===== config.mk =====
export PLATFORM = sky130hd
export DESIGN_NAME = regdirect_alu
export DESIGN_NICKNAME = d
export VERILOG_FILES = /design/src/rtl/regdirect_alu.sv
export SDC_FILE = /design/constraint.sdc
export NUM_CORES = 2
export LEC_CHECK = 0
export ABC_CLOCK_PERIOD_IN_PS = 14100
export BUFFER_PORTS_ARGS = -buffer_cell sky130_fd_sc_hd__buf_2
export CAP_MARGIN = 15
export CORE_MARGIN = 5
export CORE_UTILIZATION = 40
export CTS_CLUSTER_DIAMETER = 100
export DETAILED_ROUTE_END_ITERATION = 8
export PLACE_DENSITY = 0.57
export SYNTH_ARGS = -nofsm -noshare
export SYNTH_HDL_FRONTEND = slang
export SYNTH_SLANG_ARGS = --single-unit

===== constraint.sdc =====
create_clock -name clk -period 14.1 [get_ports clk]
set_input_delay 4.23 -clock clk [delete_from_list [all_inputs] [get_ports clk]]
set_output_delay 4.23 -clock clk [all_outputs]
set_load 0.1 [all_outputs]

===== src/rtl/regdirect_alu.sv =====
module regdirect_alu #(
  parameter int W = 32
) (
  input  logic         clk,
  input  logic         rst_n,
  input  logic         in_valid,
  input  logic [7:0]   in_byte,
  output logic         in_ready,
  output logic         done,
  output logic         err,
  output logic         flag_sign,
  output logic         flag_zero,
  output logic         flag_ovf,
  input  logic         preload_en,
  input  logic [2:0]   preload_idx,
  input  logic [W-1:0] preload_data,
  input  logic [2:0]   peek_idx,
  output logic [W-1:0] peek_data
);
  localparam int MSB = W - 1;
  localparam int NREG = 8;

  typedef enum logic [1:0] {ST_OP = 2'd0, ST_EXT = 2'd1, ST_MRM = 2'd2} st_t;

  st_t          state_q;
  logic [7:0]   op_q;
  logic         two_q;
  logic [W-1:0] rf [NREG];

  wire       fire = in_valid & in_ready;
  wire [1:0] md   = in_byte[7:6];
  wire [2:0] rg   = in_byte[5:3];
  wire [2:0] rm   = in_byte[2:0];

  assign in_ready  = ~preload_en;
  assign peek_data = rf[peek_idx];

  wire [W-1:0] a    = rf[rm];
  wire [W-1:0] b    = rf[rg];
  wire [W-1:0] sum  = a + b;
  wire [W-1:0] diff = a - b;
  wire [W-1:0] prod = a * b;
  wire ovf_add = (a[MSB] == b[MSB]) && (sum[MSB] != a[MSB]);
  wire ovf_sub = (a[MSB] != b[MSB]) && (diff[MSB] != a[MSB]);

  function automatic logic known_op(input logic [7:0] o);
    return o == 8'h01 || o == 8'h29 || o == 8'h21 || o == 8'h09 ||
           o == 8'h31 || o == 8'h39 || o == 8'h89 || o == 8'h87;
  endfunction

  logic         wr_rm, wr_rg, fl_upd, f_o;
  logic [W-1:0] res_rm, res_rg, res_f;

  always_comb begin
    wr_rm  = 1'b0;
    wr_rg  = 1'b0;
    fl_upd = 1'b0;
    f_o    = 1'b0;
    res_rm = b;
    res_rg = a;
    res_f  = '0;
    if (two_q) begin
      wr_rg  = 1'b1;
      res_rg = prod;
    end else begin
      case (op_q)
        8'h01: begin wr_rm = 1'b1; res_rm = sum;   fl_upd = 1'b1; res_f = sum;   f_o = ovf_add; end
        8'h29: begin wr_rm = 1'b1; res_rm = diff;  fl_upd = 1'b1; res_f = diff;  f_o = ovf_sub; end
        8'h21: begin wr_rm = 1'b1; res_rm = a & b; fl_upd = 1'b1; res_f = a & b; end
        8'h09: begin wr_rm = 1'b1; res_rm = a | b; fl_upd = 1'b1; res_f = a | b; end
        8'h31: begin wr_rm = 1'b1; res_rm = a ^ b; fl_upd = 1'b1; res_f = a ^ b; end
        8'h39: begin fl_upd = 1'b1; res_f = diff; f_o = ovf_sub; end
        8'h89: begin wr_rm = 1'b1; res_rm = b; end
        8'h87: begin wr_rm = 1'b1; wr_rg = 1'b1; res_rm = b; res_rg = a; end
        default: ;
      endcase
    end
  end

  always_ff @(posedge clk) begin
    if (!rst_n) begin
      state_q   <= ST_OP;
      op_q      <= 8'h00;
      two_q     <= 1'b0;
      done      <= 1'b0;
      err       <= 1'b0;
      flag_sign <= 1'b0;
      flag_zero <= 1'b0;
      flag_ovf  <= 1'b0;
      for (int i = 0; i < NREG; i++) rf[i] <= '0;
    end else begin
      done <= 1'b0;
      if (preload_en) rf[preload_idx] <= preload_data;
      if (fire) begin
        case (state_q)
          ST_OP: begin
            if (in_byte == 8'h0F) begin
              state_q <= ST_EXT;
            end else if (known_op(in_byte)) begin
              op_q    <= in_byte;
              two_q   <= 1'b0;
              state_q <= ST_MRM;
            end else begin
              err <= 1'b1;
            end
          end
          ST_EXT: begin
            if (in_byte == 8'hAF) begin
              two_q   <= 1'b1;
              state_q <= ST_MRM;
            end else begin
              err     <= 1'b1;
              state_q <= ST_OP;
            end
          end
          default: begin
            state_q <= ST_OP;
            if (md == 2'b11) begin
              if (wr_rm) rf[rm] <= res_rm;
              if (wr_rg) rf[rg] <= res_rg;
              if (fl_upd) begin
                flag_sign <= res_f[MSB];
                flag_zero <= (res_f == '0);
                flag_ovf  <= f_o;
              end
              done <= 1'b1;
            end else begin
              err <= 1'b1;
            end
          end
        endcase
      end
    end
  end
endmodule


==> results.py <==
metrics = {
    "clock_network": {
        "path_clk_slew_ps": 70,
        "cts-root-buf": "clkbuf_16",
        "cts_sinks": 272,
        "cts_setup_buffers": 0,
        "cts_max_level": 1,
        "cts_buffer_depth": 3,
        "clock_latency_ps": 580,
        "numCtsBuffers": 28,
        "post_cts_resized": 0,
        "cts_hold_buf": 0,
        "cts_tree": "yes",
    },
    "die": {
        "rows": 112,
        "ios": 88,
        "die_h_um": 316,
        "dieWidth_um": 316,
        "initial_core_util": 0.402,
        "die-area_um2": 99800,
        "core-area_um2": 93000,
    },
    "synth": {
        "synth_ff_type": "edfxtp_1",
        "yosysUniqueCellTypes": 91,
        "synth_top_area_frac": 0.219,
        "async_reset_ff_frac": 0,
        "syn_inst": 3857,
        "yosysSeqAreaShare": 0.214,
        "synth-warning-count": 0,
        "synth_edf_count": 256,
        "syn_nets": 4535,
        "syn_area_per_cell_um2": 9.70,
        "yosysTopAreaCell": "fa_1",
        "syn-cell-area_um2": 37400,
        "synthTopCellsByArea": "fa_1 (22%), edfxtp_1 (21%), mux4_2 (8.2%)",
        "synth_seq_cells": 272,
    },
    "drt": {
        "dr.pass1.iters": 6,
        "drc": 0,
        "wl_per_cell_um": 31.7,
        "drtAntennaViolNets": 0,
        "totalWireLength_um": 166000,
        "drtIter0Drc": 4910,
        "via_per_inst": 6.48,
        "vias": 33991,
    },
    "timing": {
        "period_needed_ps": 13150,
        "rsz0062_at_grt": "no",
        "whs_ps": 492,
        "slew_headroom": 0.0429,
        "fmaxAchievable_mhz": 76.1,
        "hold_viol": 0,
        "skew_ps": 20.2,
        "min_period_over_period": 0.932,
        "fin_setup_tns_ps": 0,
        "drv_slew": 0,
        "worstMarginPinSlew_ps": 1440,
        "finalWorstSetupSlack_ps": 952,
        "setup_violations": 0,
    },
    "worst_setup_path": {
        "critPathRequiredTime_ps": 14380,
        "slowest_stage": "clkinv_1",
        "worst_ep_arrival_time_ps": 13430,
        "crit_type": "in -> reg",
        "rrSetupSlack_ps": 4610,
        "path_max_fanout": 29,
        "setup.worst_path.end_class": "flip-flop",
        "slowest_delay_ps": 680,
        "critPathLaunchType": "primary input",
    },
    "placement": {
        "hpwl_um": 124000,
        "place_ws_ps": 580,
        "portBuffers": 87,
        "place_congestion": 1.04,
    },
    "min_path": {
        "hp-class": "reg -> reg",
    },
    "global_route": {
        "grt_max_degree": 65,
        "antenna_found_initial": 5,
        "grt_first_pass_wirelength_um": 237000,
        "grt_pass1_vias": 33581,
        "grt_remaining_overflow": 0,
        "track_usage": 0.325,
    },
    "cells_and_area": {
        "syn_to_final_growth_pct": 10.8,
        "mostFrequentLayoutCells": "inv_1 (470), nor2_1 (454), fa_1 (410), nand2_1 (287), edfxtp_1 (256)",
        "drive_gt1_frac": 0.163,
        "layout.nets": 4649,
        "final_common_cell": "inv_1",
    },
    "status": {
        "status": "finished, final reports clean",
    },
    "flow_run": {
        "drv_cap": 0,
    },
}
final cells by class:
cell class	instances	area (um2)
fill	9128	51600
multi-input combinational	2834	26600
sequential	272	8010
timing repair buffer	344	2500
inverter	491	1840
tap	1254	1570
clock buffer	33	741
clock inverter	14	223
antenna	3	7.51
worst max-delay path, delay by kind of cell:
family	cells	cell delay [ps]
adder cells (fa/ha/maj)	10	3830
AO/OA/AOI/OAI	11	2670
buffers and inverters	10	2000
multiplexers	1	370
XOR/XNOR	1	170
AND/OR/NAND/NOR	1	160
synthesized netlist by cell type (11+ instances only):
master / number
inv_1: 470
nor2_1: 454
fa_1: 410
nand2_1: 287
edfxtp_1: 256
o22ai_1: 252
ha_1: 218
clkbuf_1: 193
a21oi_1: 162
mux4_2: 137
xnor2_1: 105
o21ai_0: 89
mux2i_1: 66
mux2_2: 61
a221oi_1: 49
nand3_1: 42
a22oi_1: 29
buf_2: 26
nor2b_1: 26
a211oi_1: 25
a21o_1: 25
nor3_1: 24
a31oi_1: 20
buf_1: 20
xor2_1: 18
nor4_1: 17
o21bai_1: 17
and3_1: 16
clkinv_1: 16
dfxtp_1: 16
nand2b_1: 16
o21a_1: 16
o211ai_1: 15
o221ai_1: 15
o21ai_1: 14
o31ai_1: 12
buf_6: 11
nand4_1: 11
or3_1: 11
worst paths after layout:
path | start | end | cells past startpoint
hold / removal | err | err | 2
hold reg to reg | err | err | 2
setup reg to reg | rf[5][3] | rf[4][30] | 33
setup / recovery | in_byte[3] | rf[4][30] | 34
flip-flops by register name, indices dropped and copies added, names as in the netlist:
| signal | flops |
|---|---|
| done | 1 |
| err | 1 |
| flag_ovf | 1 |
| flag_sign | 1 |
| flag_zero | 1 |
| op_q | 8 |
| rf | 256 |
| state_q | 2 |
| two_q | 1 |
through the flow:
step,utilization,cells,instance area (um2)
after CTS,0.446,5241,41500
final,0.446,5245,41500
after floorplan,-,3857,37400
after global placement,0.435,5193,40500
after global routing,0.446,5242,41500
after detailed placement,0.435,5194,40500
per-layer routing:
layer  wire length (um)  share of wire  global-route usage
met5                 26        0.00016                   0
met4              11400          0.068               0.173
met3              18500           0.11              0.0689
met2              74500           0.45               0.512
met1              61900           0.37               0.422
kinds of logic after synthesis:
logic type / after synthesis / synth area share
buffers and inverters: 751 / 0.0794
xor gates and xnor gates: 125 / 0.0300
DFF: 272 / 0.214
adders and majority gates: 628 / 0.292
and+or+nand+nor: 956 / 0.110
muxes: 279 / 0.124
AOI/OAI and AO/OA: 846 / 0.151
Power is not shown: default switching activity piles up to over one toggle a cycle in this logic, so the estimate is an artifact.
